<file path="src/rtl/dt_retry_pkg.sv">
package dt_retry_pkg;

  localparam int CMD_W = 4;

  localparam logic [CMD_W-1:0] CMD_IO_RD       = 4'h2;
  localparam logic [CMD_W-1:0] CMD_IO_WR       = 4'h3;
  localparam logic [CMD_W-1:0] CMD_MEM_RD      = 4'h6;
  localparam logic [CMD_W-1:0] CMD_MEM_WR      = 4'h7;
  localparam logic [CMD_W-1:0] CMD_CFG_RD      = 4'hA;
  localparam logic [CMD_W-1:0] CMD_CFG_WR      = 4'hB;
  localparam logic [CMD_W-1:0] CMD_MEM_RD_MULT = 4'hC;
  localparam logic [CMD_W-1:0] CMD_MEM_RD_LINE = 4'hE;
  localparam logic [CMD_W-1:0] CMD_MEM_WR_INV  = 4'hF;

  function automatic logic is_rd_variant(logic [CMD_W-1:0] c);
    return (c == CMD_MEM_RD_MULT) || (c == CMD_MEM_RD_LINE);
  endfunction

  function automatic logic is_wr_variant(logic [CMD_W-1:0] c);
    return c == CMD_MEM_WR_INV;
  endfunction

  function automatic logic is_io_or_cfg(logic [CMD_W-1:0] c);
    return (c == CMD_IO_RD) || (c == CMD_IO_WR) ||
           (c == CMD_CFG_RD) || (c == CMD_CFG_WR);
  endfunction

endpackage

</file>
<file path="src/rtl/dt_retry_alias_cfg.sv">
module dt_retry_alias_cfg #(
  parameter int NUM_PORTS = 2,
  parameter int PORT_W    = 1
) (
  input  logic                   clk_i,
  input  logic                   rst_ni,
  input  logic                   load_i,
  input  logic [2*NUM_PORTS-1:0] alias_i,
  input  logic [PORT_W-1:0]      port_i,
  output logic                   wr_en_o,
  output logic                   rd_en_o
);

  logic [NUM_PORTS-1:0] wr_vec;
  logic [NUM_PORTS-1:0] rd_vec;

  for (genvar p = 0; p < NUM_PORTS; p++) begin : g_port
    logic wr_q;
    logic rd_q;
    always_ff @(posedge clk_i or negedge rst_ni) begin
      if (!rst_ni) begin
        wr_q <= 1'b0;
        rd_q <= 1'b0;
      end else if (load_i) begin
        wr_q <= alias_i[2*p];
        rd_q <= alias_i[2*p+1];
      end
    end
    assign wr_vec[p] = wr_q;
    assign rd_vec[p] = rd_q;
  end

  always_comb begin
    wr_en_o = 1'b0;
    rd_en_o = 1'b0;
    for (int p = 0; p < NUM_PORTS; p++) begin
      if (port_i == PORT_W'(p)) begin
        wr_en_o = wr_vec[p];
        rd_en_o = rd_vec[p];
      end
    end
  end

endmodule

</file>
<file path="src/rtl/dt_retry_cmd_canon.sv">
module dt_retry_cmd_canon
  import dt_retry_pkg::*;
(
  input  logic [CMD_W-1:0] cmd_i,
  input  logic             rd_fold_i,
  input  logic             wr_fold_i,
  output logic [CMD_W-1:0] cmd_o
);

  // Folding keeps bit 0, so reads and writes stay apart; I/O and cfg untouched.
  always_comb begin
    cmd_o = cmd_i;
    if (rd_fold_i && is_rd_variant(cmd_i))      cmd_o = CMD_MEM_RD;
    else if (wr_fold_i && is_wr_variant(cmd_i)) cmd_o = CMD_MEM_WR;
  end

endmodule

</file>
<file path="src/rtl/dt_retry_field_cmp.sv">
module dt_retry_field_cmp #(
  parameter int W = 32
) (
  input  logic [W-1:0] a_i,
  input  logic [W-1:0] b_i,
  output logic         eq_o
);

  assign eq_o = (a_i == b_i);

endmodule

</file>
<file path="src/rtl/dt_retry_match.sv">
module dt_retry_match
  import dt_retry_pkg::*;
#(
  parameter int NUM_PORTS = 2,
  parameter int ADDR_W    = 32,
  parameter int BE_W      = 4,
  localparam int PORT_W   = (NUM_PORTS > 1) ? $clog2(NUM_PORTS) : 1
) (
  input  logic                   clk_i,
  input  logic                   rst_ni,
  input  logic                   cfg_load_i,
  input  logic [2*NUM_PORTS-1:0] cfg_alias_i,
  input  logic                   req_valid_i,
  input  logic [PORT_W-1:0]      req_port_i,
  input  logic [CMD_W-1:0]       req_cmd_i,
  input  logic [ADDR_W-1:0]      req_addr_i,
  input  logic [BE_W-1:0]        req_be_i,
  input  logic                   ent_valid_i,
  input  logic [CMD_W-1:0]       ent_cmd_i,
  input  logic [ADDR_W-1:0]      ent_addr_i,
  input  logic [BE_W-1:0]        ent_be_i,
  output logic                   hit_o,
  output logic                   alias_hit_o
);

  logic             wr_fold, rd_fold;
  logic [CMD_W-1:0] req_canon, ent_canon;
  logic             addr_eq, be_eq, cmd_eq;
  logic             hit_d, alias_d;
  logic             hit_q, alias_q;

  dt_retry_alias_cfg #(
    .NUM_PORTS(NUM_PORTS),
    .PORT_W   (PORT_W)
  ) cfg_i (
    .clk_i  (clk_i),
    .rst_ni (rst_ni),
    .load_i (cfg_load_i),
    .alias_i(cfg_alias_i),
    .port_i (req_port_i),
    .wr_en_o(wr_fold),
    .rd_en_o(rd_fold)
  );

  dt_retry_cmd_canon req_canon_i (
    .cmd_i    (req_cmd_i),
    .rd_fold_i(rd_fold),
    .wr_fold_i(wr_fold),
    .cmd_o    (req_canon)
  );

  dt_retry_cmd_canon ent_canon_i (
    .cmd_i    (ent_cmd_i),
    .rd_fold_i(rd_fold),
    .wr_fold_i(wr_fold),
    .cmd_o    (ent_canon)
  );

  dt_retry_field_cmp #(.W(ADDR_W)) addr_cmp_i (
    .a_i (req_addr_i),
    .b_i (ent_addr_i),
    .eq_o(addr_eq)
  );

  dt_retry_field_cmp #(.W(BE_W)) be_cmp_i (
    .a_i (req_be_i),
    .b_i (ent_be_i),
    .eq_o(be_eq)
  );

  dt_retry_field_cmp #(.W(CMD_W)) cmd_cmp_i (
    .a_i (req_canon),
    .b_i (ent_canon),
    .eq_o(cmd_eq)
  );

  assign hit_d   = req_valid_i && ent_valid_i && addr_eq && be_eq && cmd_eq;
  assign alias_d = hit_d && (req_cmd_i != ent_cmd_i);

  always_ff @(posedge clk_i or negedge rst_ni) begin
    if (!rst_ni) begin
      hit_q   <= 1'b0;
      alias_q <= 1'b0;
    end else begin
      hit_q   <= hit_d;
      alias_q <= alias_d;
    end
  end

  assign hit_o       = hit_q;
  assign alias_hit_o = alias_q;

endmodule

</file>
<file path="config.mk">
export PLATFORM = sky130hd
export DESIGN_NAME = dt_retry_match
export DESIGN_NICKNAME = d
export VERILOG_FILES = /design/src/rtl/dt_retry_pkg.sv /design/src/rtl/dt_retry_alias_cfg.sv /design/src/rtl/dt_retry_cmd_canon.sv /design/src/rtl/dt_retry_field_cmp.sv /design/src/rtl/dt_retry_match.sv
export SDC_FILE = /design/constraint.sdc
export NUM_CORES = 1
export LEC_CHECK = 0
export CAP_MARGIN = 20
export CORE_ASPECT_RATIO = 0.8
export CORE_MARGIN = 4
export CORE_UTILIZATION = 29
export CTS_CLUSTER_DIAMETER = 120
export DETAILED_ROUTE_END_ITERATION = 8
export PLACE_DENSITY = 0.95
export SLEW_MARGIN = 10
export SYNTH_ARGS = -nofsm -noshare
export SYNTH_HDL_FRONTEND = slang
export SYNTH_HIERARCHICAL = 1
export SYNTH_SLANG_ARGS = --single-unit
export TNS_END_PERCENT = 20
</file>
<file path="constraint.sdc">
create_clock -name clk_i -period 2.49 [get_ports clk_i]
set_input_delay 0.3735 -clock clk_i [delete_from_list [all_inputs] [get_ports clk_i]]
set_output_delay 0.3735 -clock clk_i [all_outputs]
set_load 0.05 [all_outputs]
</file>
==> results.toml, run 1 <==
[sta]
holdWs_ns = 0.380
fmax_ghz = 0.464
fin_crit_sh_pct = 86.5
hold_violations = 0
tightest_slew_ns = 0.508
tns_ns = 0
setup_viol = 0
clock-skew-final_ns = 0.00378
fin_crit_ns = 2.15
max_slew_margin_pct = 66.0
drv_slew = 0
rsz0062_at_grt = "false"

[route]
dr_total_vias = 962
via_per_inst = 4.50
drt_iter0_drc = 22
wl_per_cell_um = 13.5
ant_nets = 0
drt_pass1_iterations = 4
drt_wl_total_mm = 2.90
drc_errors = 0

[synthesis]
ys_seq_area_share_pct = 18.8
postSynthRegisterBits = 6
syn_nets = 178
synth_area_per_cell_um2 = 9.10
synth_area_um2 = 801
ys.warnings.count = 6
syn_inst = 88
synth.distinct_cells = 15

[placement]
place_congestion = 0.729
io_buffers = 91
dp_hpwl_mm = 2.72

[cells_and_area]
layout_common_cells = "clkdlybuf4s50_1, xor2_1, nor4_1"
antenna_cells = 0
final_nets = 270
final_common_cell = "clkdlybuf4s50_1"
drive_gt1_share_pct = 6.18
areaGrowthSynthToFinish_pct = 120

[hold_path]
hold_path.class = "in2async"

[clocking]
cts_tree = "built"
post_cts_buffers = 0
cts_buffer_depth = 2
insertion_delay_ns = 0.24
cts_root_buf = "clkbuf_4"
htree_levels = 1
clk_pin_slew_ns = 0.04
cts_buffers = 3
hold_buffers = 0
ctsResizeCount = 0
cts.sinks = 6

[setup_path]
r2r_end = "alias_hit_o"
r2r_start = "cfg_i/g_port[1].rd_q"
cp-start-kind = "input port"
cp-end-kind = "register"
setup.worst_path.class = "in2reg"
reg2reg_depth = 6
cp_data_required_time_ns = 2.64
worstPathArrival_ns = 2.30
cp_max_fo = 4
crit_path_cell_trace = "clkdlybuf4s50_1 > mux2_2 > a41o_1 > xor2_1 > nor4_2 > nand3_1 > nor3_1"
reg2reg_slack_ns = 0.68
cp_slowest_cell = "clkdlybuf4s50_1"
cpPeakStageDelay_ns = 0.50

[power]
p_leak_uw = 0.000700
ir_drop_uv = 109
power-per-cell-area_nw_per_um2 = 248
power_uw = 437

[grt]
grt_first_pass_wirelength_mm = 4.19
grt_overflow_total = 0
grt_usage_pct = 15.1
grt_pass1_vias = 1006
grt_max_degree = 7
antenna_found_initial = 0

[floorplan]
coreArea_um2 = 2540
ios = 92
rows = 16
die_h_um = 55
chipWidth_um = 66.8
start_util_pct = 31.5
die-area_um2 = 3670

[run]
cap_violations = 0

[status]
status = "finished, final reports clean"
area by class of cell:
cell class	instances	area [um2]
repair buffers	91	911
flip-flops and latches	6	150
multi-input cells	76	628
well taps	36	45.0
inverters	2	7.51
fillers	205	778
clock buffers	3	22.5
logic make-up after synthesis:
| group | after synthesis | synth area share (%) |
|---|---|---|
| XOR/XNOR | 44 | 48.1 |
| AND/OR/NAND/NOR | 24 | 19.4 |
| multiplexers | 6 | 8.44 |
| flip-flops | 6 | 18.7 |
| buffers and inverters | 6 | 2.81 |
| AO/OA/AOI/OAI | 2 | 2.50 |
sequential cells by signal, summed over array words and instances, names as in the netlist:
signal and flops:
cfg_i/g_port.rd_q 2, cfg_i/g_port.wr_q 2, alias_hit_o 1, hit_o 1
metrics by stage:
stage                     setup slack [ns]  std cells  area [um2]  utilization (%)
after floorplan                      0.773         88         801                -
after global placement               0.195        211        1740             68.5
after detailed placement            0.0939        211        1740             68.5
after CTS                            0.333        214        1760             69.4
after global routing                 0.285        214        1760             69.4
final                                0.336        214        1760             69.4
worst max-delay path, delay by kind of cell:
family | cells | cell delay [ns]
simple gates | 3 | 0.62
buf+inv | 1 | 0.50
mux | 1 | 0.38
compound gates | 1 | 0.26
xor+xnor | 1 | 0.17
where the power goes:
group	switching, uW	internal [uW]
logic	74.9	169
clock network	31.0	54.2
registers	3.29	104
total	109	328
cell usage after synthesis:
library cell  count  area share (%)
xor2_1           44              48
nor4_1            9             7.0
dfrtp_1           6              19
mux2_2            6             8.4
clkbuf_1          4             1.9
nand4_1           4             3.1
a41o_1            2             2.5
and3_1            2             1.6
inv_1             2            0.94
nand3b_1          2             1.9
nor2_1            2            0.94
nor4_2            2             3.1
nand2_1           1            0.47
nand3_1           1            0.62
nor3_1            1            0.62
how the worst max path moves through the flow:
stage	startpoint	end	slack, ns	cells past startpoint
after floorplan	req_port_i	alias_hit_o	0.77	6
after global placement	req_port_i	alias_hit_o	0.20	7
after global routing	req_port_i	alias_hit_o	0.28	7
final	req_port_i	alias_hit_o	0.34	7
after detailed placement	req_port_i	alias_hit_o	0.09	7
after CTS	req_port_i	alias_hit_o	0.33	7
metal layers:
layer | track usage, % | vias up | part of all wire (%)
met5 | 0 | - | 0
met4 | 0 | 0 | 0
met3 | 6.67 | 0 | 12
met2 | 32.2 | 58 | 54
met1 | 14.1 | 415 | 34
li1 | - | 489 | -
No activity file was read; power rests on OpenSTA's default activity.
==> run 2, diff against run 1 <==
--- a/config.mk
+++ b/config.mk
@@ -11,6 +11,7 @@
 export CORE_UTILIZATION = 29
 export CTS_CLUSTER_DIAMETER = 120
 export DETAILED_ROUTE_END_ITERATION = 8
+export GPL_ROUTABILITY_DRIVEN = 0
 export PLACE_DENSITY = 0.95
 export SLEW_MARGIN = 10
 export SYNTH_ARGS = -nofsm -noshare
==> results of run 2 <==
No change in the layout: final DEF, timing and power equal those of run 1.
